$ cat src/rtl/tmr_pkg.sv
package tmr_pkg;
  localparam int SFR_W = 8;

  localparam logic [SFR_W-1:0] ADDR_CTRL   = 8'hC8;
  localparam logic [SFR_W-1:0] ADDR_FLAG   = 8'hC9;
  localparam logic [SFR_W-1:0] ADDR_RLD_LO = 8'hCA;
  localparam logic [SFR_W-1:0] ADDR_RLD_HI = 8'hCB;
  localparam logic [SFR_W-1:0] ADDR_CNT_LO = 8'hCC;
  localparam logic [SFR_W-1:0] ADDR_CNT_HI = 8'hCD;

  localparam int CTRL_RUN_BIT  = 0;
  localparam int CTRL_SLOW_BIT = 7;
  localparam int FLAG_OVF_BIT  = 0;
endpackage

$ cat src/rtl/tick_div.sv
module tick_div #(
  parameter int BASE_DIV = 12
) (
  input  logic clk,
  input  logic rst,
  input  logic run,
  input  logic slow,
  output logic tick
);
  localparam int PRE_W = $clog2(2 * BASE_DIV);

  logic [PRE_W-1:0] phase;
  logic [PRE_W-1:0] limit;

  assign limit = slow ? PRE_W'(2 * BASE_DIV - 1) : PRE_W'(BASE_DIV - 1);
  assign tick  = run && (phase >= limit);

  always_ff @(posedge clk) begin
    if (rst) begin
      phase <= '0;
    end else if (run) begin
      if (phase >= limit) phase <= '0;
      else                phase <= phase + 1'b1;
    end
  end

  // a stopped timer keeps its divider phase
  assert_phase_hold_R5: assert property (@(posedge clk) disable iff (rst)
    !run |=> $stable(phase));

  // the phase never passes the slow limit
  assert_phase_range_R4: assert property (@(posedge clk) disable iff (rst)
    phase <= PRE_W'(2 * BASE_DIV - 1));
endmodule

$ cat src/rtl/count16.sv
module count16 #(
  parameter int BYTE_W = 8
) (
  input  logic                clk,
  input  logic                rst,
  input  logic                tick,
  input  logic                wr_lo,
  input  logic                wr_hi,
  input  logic [BYTE_W-1:0]   wbyte,
  input  logic [2*BYTE_W-1:0] reload,
  output logic [2*BYTE_W-1:0] count,
  output logic                ovf
);
  localparam int CNT_W = 2 * BYTE_W;

  logic any_wr;
  assign any_wr = wr_lo | wr_hi;
  assign ovf    = tick && !any_wr && (count == {CNT_W{1'b1}});

  always_ff @(posedge clk) begin
    if (rst) begin
      count <= '0;
    end else if (any_wr) begin
      if (wr_lo) count[BYTE_W-1:0]     <= wbyte;
      if (wr_hi) count[CNT_W-1:BYTE_W] <= wbyte;
    end else if (tick) begin
      if (count == {CNT_W{1'b1}}) count <= reload;
      else                        count <= count + 1'b1;
    end
  end

  assert_reload_R6: assert property (@(posedge clk) disable iff (rst)
    (tick && !any_wr && count == {CNT_W{1'b1}}) |=> count == $past(reload));

  assert_increment_R3: assert property (@(posedge clk) disable iff (rst)
    (tick && !any_wr && count != {CNT_W{1'b1}}) |=> count == $past(count) + 1'b1);

  assert_hold_R5: assert property (@(posedge clk) disable iff (rst)
    (!tick && !any_wr) |=> $stable(count));

  assert_write_wins_R9: assert property (@(posedge clk) disable iff (rst)
    (wr_lo && tick) |=> count[BYTE_W-1:0] == $past(wbyte));
endmodule

$ cat src/rtl/reload_timer16.sv
module reload_timer16
  import tmr_pkg::*;
#(
  parameter int BASE_DIV = 12
) (
  input  logic             clk,
  input  logic             rst,
  input  logic [SFR_W-1:0] sfr_addr,
  input  logic             sfr_wr,
  input  logic [SFR_W-1:0] sfr_wdata,
  output logic [SFR_W-1:0] sfr_rdata,
  output logic             irq
);
  localparam int CNT_W = 2 * SFR_W;

  logic             run_q, slow_q, flag_q;
  logic [CNT_W-1:0] reload_q;
  logic [CNT_W-1:0] count;
  logic             tick, ovf;
  logic             wr_ctrl, wr_flag, wr_rlo, wr_rhi, wr_clo, wr_chi;

  assign wr_ctrl = sfr_wr && (sfr_addr == ADDR_CTRL);
  assign wr_flag = sfr_wr && (sfr_addr == ADDR_FLAG);
  assign wr_rlo  = sfr_wr && (sfr_addr == ADDR_RLD_LO);
  assign wr_rhi  = sfr_wr && (sfr_addr == ADDR_RLD_HI);
  assign wr_clo  = sfr_wr && (sfr_addr == ADDR_CNT_LO);
  assign wr_chi  = sfr_wr && (sfr_addr == ADDR_CNT_HI);

  tick_div #(.BASE_DIV(BASE_DIV)) u_div (
    .clk  (clk),
    .rst  (rst),
    .run  (run_q),
    .slow (slow_q),
    .tick (tick)
  );

  count16 #(.BYTE_W(SFR_W)) u_cnt (
    .clk    (clk),
    .rst    (rst),
    .tick   (tick),
    .wr_lo  (wr_clo),
    .wr_hi  (wr_chi),
    .wbyte  (sfr_wdata),
    .reload (reload_q),
    .count  (count),
    .ovf    (ovf)
  );

  always_ff @(posedge clk) begin
    if (rst) begin
      run_q    <= 1'b0;
      slow_q   <= 1'b0;
      reload_q <= '0;
    end else begin
      if (wr_ctrl) begin
        run_q  <= sfr_wdata[CTRL_RUN_BIT];
        slow_q <= sfr_wdata[CTRL_SLOW_BIT];
      end
      if (wr_rlo) reload_q[SFR_W-1:0]     <= sfr_wdata;
      if (wr_rhi) reload_q[CNT_W-1:SFR_W] <= sfr_wdata;
    end
  end

  // overflow set takes priority over a software clear
  always_ff @(posedge clk) begin
    if (rst)          flag_q <= 1'b0;
    else if (ovf)     flag_q <= 1'b1;
    else if (wr_flag) flag_q <= sfr_wdata[FLAG_OVF_BIT];
  end

  always_ff @(posedge clk) begin
    if (rst) begin
      sfr_rdata <= '0;
    end else begin
      sfr_rdata <= '0;
      unique case (sfr_addr)
        ADDR_CTRL: begin
          sfr_rdata[CTRL_RUN_BIT]  <= run_q;
          sfr_rdata[CTRL_SLOW_BIT] <= slow_q;
        end
        ADDR_FLAG:   sfr_rdata[FLAG_OVF_BIT] <= flag_q;
        ADDR_RLD_LO: sfr_rdata <= reload_q[SFR_W-1:0];
        ADDR_RLD_HI: sfr_rdata <= reload_q[CNT_W-1:SFR_W];
        ADDR_CNT_LO: sfr_rdata <= count[SFR_W-1:0];
        ADDR_CNT_HI: sfr_rdata <= count[CNT_W-1:SFR_W];
        default:     sfr_rdata <= '0;
      endcase
    end
  end

  assign irq = flag_q;

  assert_ovf_sets_flag_R6: assert property (@(posedge clk) disable iff (rst)
    ovf |=> irq);

  assert_sticky_R8: assert property (@(posedge clk) disable iff (rst)
    (irq && !wr_flag) |=> irq);

  assert_no_tick_stopped_R5: assert property (@(posedge clk) disable iff (rst)
    !run_q |-> !tick);
endmodule

$ cat config.mk
export PLATFORM = sky130hd
export DESIGN_NAME = reload_timer16
export DESIGN_NICKNAME = d
export VERILOG_FILES = /design/src/rtl/tmr_pkg.sv /design/src/rtl/tick_div.sv /design/src/rtl/count16.sv /design/src/rtl/reload_timer16.sv
export SDC_FILE = /design/constraint.sdc
export NUM_CORES = 1
export LEC_CHECK = 0
export BUFFER_PORTS_ARGS = -buffer_cell sky130_fd_sc_hd__buf_2
export CAP_MARGIN = 25
export CORE_MARGIN = 10
export CORE_UTILIZATION = 47
export CTS_BUF_LIST = sky130_fd_sc_hd__clkbuf_4 sky130_fd_sc_hd__clkbuf_8
export DETAILED_ROUTE_END_ITERATION = 8
export PLACE_DENSITY = 0.77
export SLEW_MARGIN = 25
export SYNTH_ARGS = -nofsm -noshare
export SYNTH_HDL_FRONTEND = slang
export SYNTH_SLANG_ARGS = --single-unit
$ cat constraint.sdc
create_clock -name clk -period 3.8 [get_ports clk]
set_clock_uncertainty 0.15 [all_clocks]
set_input_delay 0.57 -clock clk [delete_from_list [all_inputs] [get_ports clk]]
set_output_delay 0.57 -clock clk [all_outputs]
set_load 0.02 [all_outputs]
* Word level (Yosys, flattened, before mapping)
Index checks and enable logic that the tools add are counted.
** Word-level totals
- Flip-flop bits (word level) :: 48
- Input port bits :: 19
- Latch bits :: 0
- Memories kept :: 0
- ROM bits :: 0
- Logic and storage cells :: 48
- Bits in writable memories :: 0
** Operators by class
- Magnitude comparators :: 1
- $add $sub $neg :: 2
- Multiply operators :: 0
- Muxes and demuxes :: 12
- Shift operators :: 0
- Reductions and logical operators :: 14
- Div/mod/pow operators :: 0
- Bitwise operators :: 1
- Eq/ne operators :: 9
** Operator list (number)
- $eq A8 B8 Y1 const B :: 6
- $mux W16 :: 3
- $pmux W6 S4 :: 1
- $add A16 B1 Y16 const B :: 1
- $eq A16 B16 Y1 const B :: 1
- $mux W8 :: 2
- $mux W5 :: 2
- $logic_and A1 B1 Y1 :: 9
- $pmux W1 S6 :: 1
- $add A5 B1 Y5 const B :: 1
- $ge A5 B5 Y1 :: 1
- $pmux W1 S5 :: 1
- $ne A2 B1 Y1 const B :: 2
- $reduce_and A2 Y1 :: 2
- $reduce_bool A2 Y1 :: 2
- $mux W1 :: 2
- $logic_not A1 Y1 :: 1
- $or A1 B1 Y1 :: 1

* Depth between registers and ports, before layout
Gate-level depths: netlist of run 1.
- Depth in word-level cells :: 7
- Depth in mapped cells :: 7

* Modules after synthesis
From an unflattened synthesis of run 1, not the netlist that was laid out.
** Second synthesis, totals
- Cells, all modules :: 314
- Area, all modules :: 2742.6 um2
** Modules (own cells, without submodules)
- reload_timer16 :: cells an instance 128, sequential area each 540.5 um2, area an instance 1260.0 um2, instances 1
- count16 :: cells an instance 155, sequential area each 320.3 um2, area an instance 1174.9 um2, instances 1
- tick_div :: cells an instance 31, sequential area each 100.1 um2, area an instance 307.8 um2, instances 1

* Worst setup path before layout of run 1
No wires, ideal clock.
- Path kind :: register to register
- From :: register u_cnt.count[0]
- To :: register u_cnt.count[15]
- Stages on the path, launching flop included :: 7
- Arrival :: 2.143 ns
- Slack :: 1.433 ns
- Buffers on the path :: 0
- Clock period less this slack :: 2.367 ns
- Cells stage by stage :: dfxtp_1 -> ha_1 -> inv_1 -> or4_4 -> o2111a_1 -> or4_1 -> a31oi_1
** Between the ends
- Word-level cells in the longest chain between the ends :: 4
- Elaborated cells between the ends (all ways) :: 5
- Classes of those cells :: 1 x add/sub; 1 x eq/ne; 3 x mux
** RTL lines
- from (decl) :: line count16.sv:11 : output logic [2*BYTE_W-1:0] count,
- from (signal, indexed assignment) :: line count16.sv:24 : if (wr_lo) count[BYTE_W-1:0] <= wbyte;
- from (signal, indexed assignment) :: line count16.sv:25 : if (wr_hi) count[CNT_W-1:BYTE_W] <= wbyte;
- from (signal assigned) :: line count16.sv:27 : if (count == {CNT_W{1'b1}}) count <= reload;
- $add A16 B1 Y16 or $eq A16 B16 Y1 (tied branches) :: line count16.sv:28, count16.sv:27
- $mux W16 * :: line count16.sv:27
- $mux W16 * :: line count16.sv:26 : end else if (tick) begin
- $mux W16 * :: line count16.sv:23 : end else if (any_wr) begin
Mark *: on every way between the ends. The rest lies on a longest branch, timed or not. The select of a mux whose other input is x is not followed.
A chain may end at the register's enable or synchronous reset.

* Worst setup path in the final report of run 1
Ends and elaborated chain as after synthesis.

==> out/metrics.cfg, run 1 <==
[run_status]
result_of_the_run=completed

[global_route]
groute.usage.overall_pct=17.5
grt_pass1_vias=2435
pin_count_of_the_biggest_net_entering_global_routing=32
antenna_found_initial=0
grt_overflow=0
first_pass_grt_wire_length_um=12600

[final_layout]
final_cell_count_no_fill=417
finalNetCount=368
insertedDiodeCount=0
num-fill-cells=528
post-route-util_pct=53.5
ratio_of_cells_with_drive_above_1_in_the_final_layout_pct=13.3
area_growth_from_synthesis_to_layout_pct=11.5
stdcell_area_um2=2910

[synth]
synth-main-ff-cell=dfxtp_1
ys_warn_count=0
ys_top_cells_by_count=dfxtp_1 (48), nand2_1 (37), a21oi_1 (34)
ys_async_sr_fraction_pct=0
synth.yosys.seq_area_share_pct=36.8
synth_area_leaders=dfxtp_1 (37%), a21oi_1 (6.5%), nand3_1 (5.4%), nand2_1 (5.3%), nor2_1 (3.9%)
post_synth.cell_area_avg_um2=8.05
syn_inst=324
most_used_standard_cell_by_instance_count_after_synthesis=dfxtp_1
synth_cell_type_count=46
postSynthNetCount=348
synth_largest_area_cell=dfxtp_1
synth_largest_type_area_fraction_pct=36.8
ys_seq_elements=48
synth_enable_flop_cells=0
post_synth_design_cell_area_um2=2610

[place]
placement.setup.worst_slack_ns=0.986
count_of_buffers_from_port_buffering=27
last_weighted_congestion_value_of_the_routability_driven_placer=0.938
detailed_place.area_um2=2790
cell_count_after_placement=409
place_hpwl_um=5470

[clock_tree]
tritoncts_num_sinks=48
tritoncts=built
cts_inserted_buffers=5
clockRootBuffer=clkbuf_8
worstSkewPairLatency_ns=0.31
cts_htree_levels=2
cts_hold_buffers=0
postCtsSetupRepairBufs=0
cts.path.max_buffers=2
post_cts_resize_count=0
clkTransAtPathRegs_ns=0.09

[floorplanning]
floorplan.die.width_um=94.5
die-area_um2=8930
fp.dieH_um=94.5
core_area_um2=5440
start_util_pct=48.0
core.rowCount=27
ios=28

[detailed_routing]
drt-vias-per-instance=6.35
drt_iter0_drc=337
antenna_left=0
drt_drc_violations_left=0
drt_first_pass_iters=5
vias=2647
total_routed_wirelength_um=7710
routed_wirelength_normalized_by_instance_count_um=18.5

[sta]
max_freq_mhz=362
grt_setup_unrepaired=false
worstMarginPinSlew_ns=0.735
slew_headroom_pct=50.9
worst_hold_slack_ns=0.335
hold_violation_total_from_the_final_report=0
final_max_slew_viol_count=0
setup_viol=0
timing.final.crit_period_ns=2.76
final.setup.worst_slack_ns=1.04
period_share_pct=72.7
final.setup.tns_ns=0

[worst_hold_path]
timing.hold.worst.class=flop to flop
timing.hold.worst_path_depth=2
holdCritStartpoint=reload_q[12]

[setup_path]
worst-r2r-cell-count=6
setup.worst_path.class=flop to flop
cp_data_required_time_ns=3.89
critical_path.startpoint_type=flop
end_kind=flop
worstPathMaxFanout=14
worst_setup_path_startpoint=u_cnt.count[0]
timing.rr.start=u_cnt.count[0]
worstPathArrival_ns=2.85

[power_and_ir_drop]
pwr_density_cell_nw_per_um2=317
total_power_uw=921
leakage_power_of_the_design_nw=0.960
peakVddDrop_v=0.000149

[flow_run]
max-cap-violations=0

worst paths after layout:
path / endpoint / slack (ns)
worst max-delay path: u_cnt.count[15] / 1.04
worst min-delay path: reload_q[12] / 0.34
worst max register to register: u_cnt.count[15] / 1.04
worst min register to register: reload_q[12] / 0.34
sequential cells by signal, indices dropped and copies added, names as in the netlist:
register     flops
slow_q           1
irq              1
sfr_rdata        8
u_div.phase      5
run_q            1
u_cnt.count     16
reload_q        16
power by group:
group / leakage [nW] / switching, mW / internal, mW
Clock: 0.0586 / 0.174 / 0.203
Combinational: 0.515 / 0.0287 / 0.0117
Sequential: 0.386 / 0.000917 / 0.503
Total: 0.960 / 0.203 / 0.717
cells by family (layout without fill, tap and decap cells):
family,after synthesis,in the layout,share of synthesized area [%]
fa+ha+maj,5,5,2.40
buf+inv,24,45,3.65
flops,48,48,36.8
mux,9,9,3.45
xor+xnor,15,15,5.04
simple gates,134,134,25.9
compound gates,89,89,22.7
final cells by class:
cell class | instances | area [um2] | share of cell area [%]
Clock buffer | 6 | 76.3 | 2.62
Clock inverter | 2 | 35.0 | 1.20
Inverter | 6 | 22.5 | 0.775
Multi-Input combinational cell | 252 | 1560 | 53.6
Sequential cell | 48 | 961 | 33.0
Tap cell | 72 | 90.1 | 3.10
Timing Repair Buffer | 31 | 165 | 5.68
routing by layer:
layer	up-vias	global-route usage, %	routed length, um	part of all wire [%]
met5	-	0	0	0
met4	0	6.73	159	2.1
met3	16	3.57	690	8.9
met2	137	27.9	3580	46
met1	1237	22.5	3280	43
li1	1257	-	-	-
cells in the final DEF, fill, tap and decap left out, types with 2 or more instances in the layout:
cell,instances
mux2i_1,9
nor4_1,2
ha_1,5
or4_1,3
xor2_1,8
nand4_1,7
a21o_1,2
a221oi_1,2
o21a_1,2
nor2_1,27
a211o_1,4
buf_4,4
nand3_1,28
a211oi_1,5
a222oi_1,7
a311o_1,2
nor3_1,11
buf_2,27
inv_1,6
a31oi_1,3
or3_1,4
a2111oi_0,3
dfxtp_1,48
xnor2_1,7
clkbuf_8,5
nand2_1,37
and4_1,4
o21ai_0,17
a21oi_1,34
worst max-delay path, cell delays in order, from the launching register on:
cell      delay (ns)
dfxtp_1         0.52
ha_1            0.34
inv_1           0.11
or4_4           0.66
o2111a_1        0.27
or4_1           0.49
a31oi_1         0.16
Note: power is estimated with default switching activity, not from simulation.
==> run 2, diff against run 1 <==
- PLACE_DENSITY: 0.77 -> 0.8
- clock period: 3.8 -> 2.28 ns (I/O delays scaled with it)
==> run 2 against run 1 <==
Net effect:
- worst hold slack got worse by 0.16 ns
- clock power increased by 44%
- sequential power increased by 66%
- register-to-register slack got worse by 0.97 ns
- final area increased by 13%
- fmax increased by 25%
- critical path depth unchanged
- combinational power increased by 91%
- critical path type unchanged
- critical endpoint unchanged
- largest cell class unchanged
==> out/metrics.cfg, run 2 (same netlist as run 1, synthesis figures left out) <==
[sta]
period_share_pct=97.2
slew_headroom_pct=64.8
timing.final.crit_period_ns=2.22
hold_violation_total_from_the_final_report=0
setup_viol=0
worstMarginPinSlew_ns=0.524
max_freq_mhz=451
final_max_slew_viol_count=0
grt_setup_unrepaired=false
worst_hold_slack_ns=0.179

[clock_tree]
clkTransAtPathRegs_ns=0.10
clockRootBuffer=clkbuf_8
tritoncts_num_sinks=48
worstSkewPairLatency_ns=0.31
tritoncts=built
cts_htree_levels=2
cts.path.max_buffers=2
cts_inserted_buffers=5

[flow_run]
max-cap-violations=0

[global_route]
first_pass_grt_wire_length_um=13400
grt_pass1_vias=2635
groute.usage.overall_pct=18.4
pin_count_of_the_biggest_net_entering_global_routing=31
grt_overflow=0
antenna_found_initial=0

[final_layout]
final_common_cell=buf_4
finalNetCount=414
reg_top3=reload_q x16, u_cnt.count x16, sfr_rdata x8
ratio_of_cells_with_drive_above_1_in_the_final_layout_pct=25.6
most_frequent_cells_in_the_layout=buf_4 (50), dfxtp_1 (44), nand2_1 (37)
insertedDiodeCount=0
area_growth_from_synthesis_to_layout_pct=25.7
stdcell_area_um2=3280

[place]
detailed_place.area_um2=3140
place_hpwl_um=5990
count_of_buffers_from_port_buffering=27
last_weighted_congestion_value_of_the_routability_driven_placer=0.980

[detailed_routing]
antenna_left=0
routed_wirelength_normalized_by_instance_count_um=17.6
vias=2851
drt_iter0_drc=605
drt-vias-per-instance=6.16
drt_first_pass_iters=8
total_routed_wirelength_um=8160
drt_drc_violations_left=0

[power_and_ir_drop]
pwr_density_cell_nw_per_um2=445
total_power_mw=1.46
leakage_power_of_the_design_nw=1.18
peakVddDrop_v=0.000475

[worst_hold_path]
timing.hold.worst.class=primary input to flop

[setup_path]
worstPathArrival_ns=2.31
critical_path.startpoint_type=flop
end_kind=flop
critical_path_buf_inv_count=1
setup.worst_path.class=flop to flop
critical-path-max-stage-delay_ns=0.55
worstPathMaxFanout=5
worstPathCellList=ha_4, inv_2, or4_4, o2111a_1, or4_1, a31oi_1
critical-path-slowest-cell=or4_4
cell_family_contributing_the_most_delay_on_the_critical_path=simple AND/OR/NAND/NOR gates
cp_data_required_time_ns=2.37

[floorplanning]
ios=28
fp.dieH_um=94.5
core_area_um2=5440
die-area_um2=8930
core.rowCount=27
start_util_pct=48.0
floorplan.die.width_um=94.5

[run_status]
result_of_the_run=completed

[run 2: cell types whose count changed in the layout (fill, tap and decap cells not counted), sizes merged]
cell | before | now
clkinvlp | 0 | 1
bufinv | 1 | 0
inv | 6 | 8
clkinv | 1 | 0
clkbuf | 6 | 5
buf | 31 | 77
[run 2: worst min-delay path: stages]
cell and delay, ns:
buf_2 0.13, nand2_1 0.06, a31oi_1 0.07
[run 2: worst paths after layout]
path                                     start              end  slack [ns]  cells after the start
worst max register to register  u_cnt.count[1]  u_cnt.count[15]        0.06                      6
worst min register to register    reload_q[12]     reload_q[12]        0.34                      2
worst max-delay path            u_cnt.count[1]  u_cnt.count[15]        0.06                      6
worst min-delay path              sfr_wdata[4]  u_cnt.count[12]        0.18                      3
[run 2: layout make-up]
class / count / area [um2]
fillers: 463 / 2160
repair buffers: 77 / 510
inverters: 6 / 22.5
flip-flops and latches: 48 / 966
well taps: 72 / 90.1
clock inverters: 3 / 25.0
multi-input cells: 252 / 1600
clock buffers: 5 / 68.8
[run 2: metrics by stage]
stage	setup TNS [ns]	util (%)	setup WS, ns	cells
finish	0	60.3	0.0647	463
global route	0	60.3	0.00978	463
CTS	0	59.7	0.0209	461
detailed placement	-1.45	57.7	-0.342	453
global placement	-0.351	57.7	-0.115	453
floorplan	0	-	0.0522	324
[run 2: metal layers]
layer,share of wire (%),track usage [%]
met5,0,0
met4,2.7,5.99
met3,8.5,4.28
met2,48,29.1
met1,41,24.0
[run 2: repair_timing]
action | CTS | global route
buffers inserted | 0 | 2
hold buffers | 0 | 0
endpoints found under the setup margin | 8 | 6
pin swaps | 0 | 6
gates resized for setup | 3 | 8
[run 2: power breakdown]
part / internal (mW) / switching [mW]
Sequential: 0.839 / 0.000807
Clock: 0.224 / 0.319
Combinational: 0.0264 / 0.0510
==> run 3, diff against run 2 <==
- CELL_PAD_IN_SITES_DETAIL_PLACEMENT: not set -> 1
- CELL_PAD_IN_SITES_GLOBAL_PLACEMENT: not set -> 2
- CORE_UTILIZATION: 47 -> 32
- PLACE_DENSITY: 0.8 -> 0.88
==> run 3 against run 2 <==
Net effect:
- register-to-register slack improved by 0.04 ns
- setup slack improved by 0.043 ns
- routed wire length rose by 18%
- sequential power barely moved
- flip-flop and latch count did not move
- largest cell class unchanged
==> out/metrics.cfg, run 3 (same netlist as run 1, synthesis figures left out) <==
[detailed_routing]
vias=2833
drt-vias-per-instance=5.76
antenna_left=0
total_routed_wirelength_um=9600
drt_iter0_drc=269
drt_first_pass_iters=5
drt_drc_violations_left=0
routed_wirelength_normalized_by_instance_count_um=19.5

[flow_run]
max-cap-violations=0

[place]
place_hpwl_um=7290
count_of_buffers_from_port_buffering=27
detailed_place.area_um2=3180
last_weighted_congestion_value_of_the_routability_driven_placer=0.902

[setup_path]
worstPathCellList=ha_4, inv_1, or4_4, buf_6, o21ai_0, o21ai_0, a2111oi_1
cp_data_required_time_ns=2.32
worstPathMaxFanout=11
worst_case_register_to_register_setup_slack_ns=0.11
setup.worst_path.class=flop to flop
critical_path.startpoint_type=flop
timing.rr.start=u_cnt.count[0]
worstPathArrival_ns=2.21
critical-path-slowest-cell=or4_4
critical-path-max-stage-delay_ns=0.55
worst_setup_path_startpoint=u_cnt.count[0]
cp_common_cell=o21ai_0
end_kind=flop

[final_layout]
stdcell_area_um2=3340
reg_top3=reload_q x16, u_cnt.count x16, sfr_rdata x8
final_common_cell=buf_4
ratio_of_cells_with_drive_above_1_in_the_final_layout_pct=24.9
insertedDiodeCount=0
area_growth_from_synthesis_to_layout_pct=28.1
most_frequent_cells_in_the_layout=buf_4 (47), dfxtp_1 (45), nand2_1 (37)
num-fill-cells=1004
finalNetCount=413

[worst_hold_path]
timing.hold.worst.class=primary input to flop
holdCritStartpoint=sfr_wdata[5]

[global_route]
grt_pass1_vias=2929
antenna_found_initial=0
first_pass_grt_wire_length_um=15700
pin_count_of_the_biggest_net_entering_global_routing=31
grt_overflow=0
groute.usage.overall_pct=16.3

[clock_tree]
cts.path.max_buffers=2
tritoncts=built
cts_inserted_buffers=5
cts_htree_levels=2
cts_hold_buffers=0
worstSkewPairLatency_ns=0.30
clkTransAtPathRegs_ns=0.10
postCtsSetupRepairBufs=0
tritoncts_num_sinks=48
clockRootBuffer=clkbuf_8

[floorplanning]
floorplan.die.width_um=110
start_util_pct=33.2
core_area_um2=7850
core.rowCount=32
die-area_um2=12200
ios=28
fp.dieH_um=110

[sta]
timing.final.crit_period_ns=2.17
grt_setup_unrepaired=false
worstMarginPinSlew_ns=0.650
period_share_pct=95.3
setup_viol=0
worst_hold_slack_ns=0.181
max_freq_mhz=460
final_max_slew_viol_count=0
hold_violation_total_from_the_final_report=0
slew_headroom_pct=56.4

[power_and_ir_drop]
leakage_power_of_the_design_nw=1.20
pwr_density_cell_nw_per_um2=484
peakVddDrop_v=0.000255

[run_status]
result_of_the_run=completed

[run 3: per-stage QoR]
stage | setup TNS, ns | setup WS (ns) | power (mW) | instances | utilization (%)
after global routing | 0 | 0.00639 | 1.68 | 492 | 42.6
after CTS | 0 | 0.0377 | 1.63 | 492 | 42.3
after global placement | -0.375 | -0.0866 | 0.938 | 484 | 40.5
final | 0 | 0.108 | 1.62 | 492 | 42.6
after floorplan | 0 | 0.0522 | 0.888 | 324 | -
after detailed placement | -1.25 | -0.271 | 0.940 | 484 | 40.5
[run 3: timing repair]
action                     CTS  global route
pin swaps                    0             6
setup endpoints to repair    8             8
cloned                       0             0
resized for setup            3             6
[run 3: final cells by class]
type	instances	area, um2	share of cell area [%]
Clock buffer	7	96.3	2.88
Inverter	6	22.5	0.674
Timing Repair Buffer	76	510	15.3
Tap cell	102	128	3.82
Multi-Input combinational cell	252	1590	47.6
Clock inverter	1	30.0	0.899
Sequential cell	48	965	28.9
[run 3: power breakdown]
group          total (mW)  switching (mW)  internal [mW]
sequential          0.839        0.000864          0.839
combinational      0.0810          0.0547         0.0263
clock               0.696           0.308          0.388
total                1.62           0.364           1.25
[run 3: worst paths after layout]
| kind | to | cells after the start |
|---|---|---|
| setup / recovery | u_cnt.count[2] | 7 |
| hold / removal | reload_q[5] | 3 |
| setup reg to reg | u_cnt.count[2] | 7 |
| hold reg to reg | reload_q[12] | 2 |
[run 3: critical path: cells and delay by family, from the launching register on]
family	cells	cell delay, ns
AOI/OAI and AO/OA	3	0.62
and+or+nand+nor	1	0.55
buffers and inverters	2	0.23
DFF	1	0.37
adders and majority gates	1	0.13
[run 3: per-layer routing]
metal	GRT usage [%]	vias to the layer above	share of wire, %
met5	0	-	0
met4	4.77	0	1.8
met3	3.13	16	6.7
met2	26.9	93	47
met1	21.1	1380	44
li1	-	1344	-
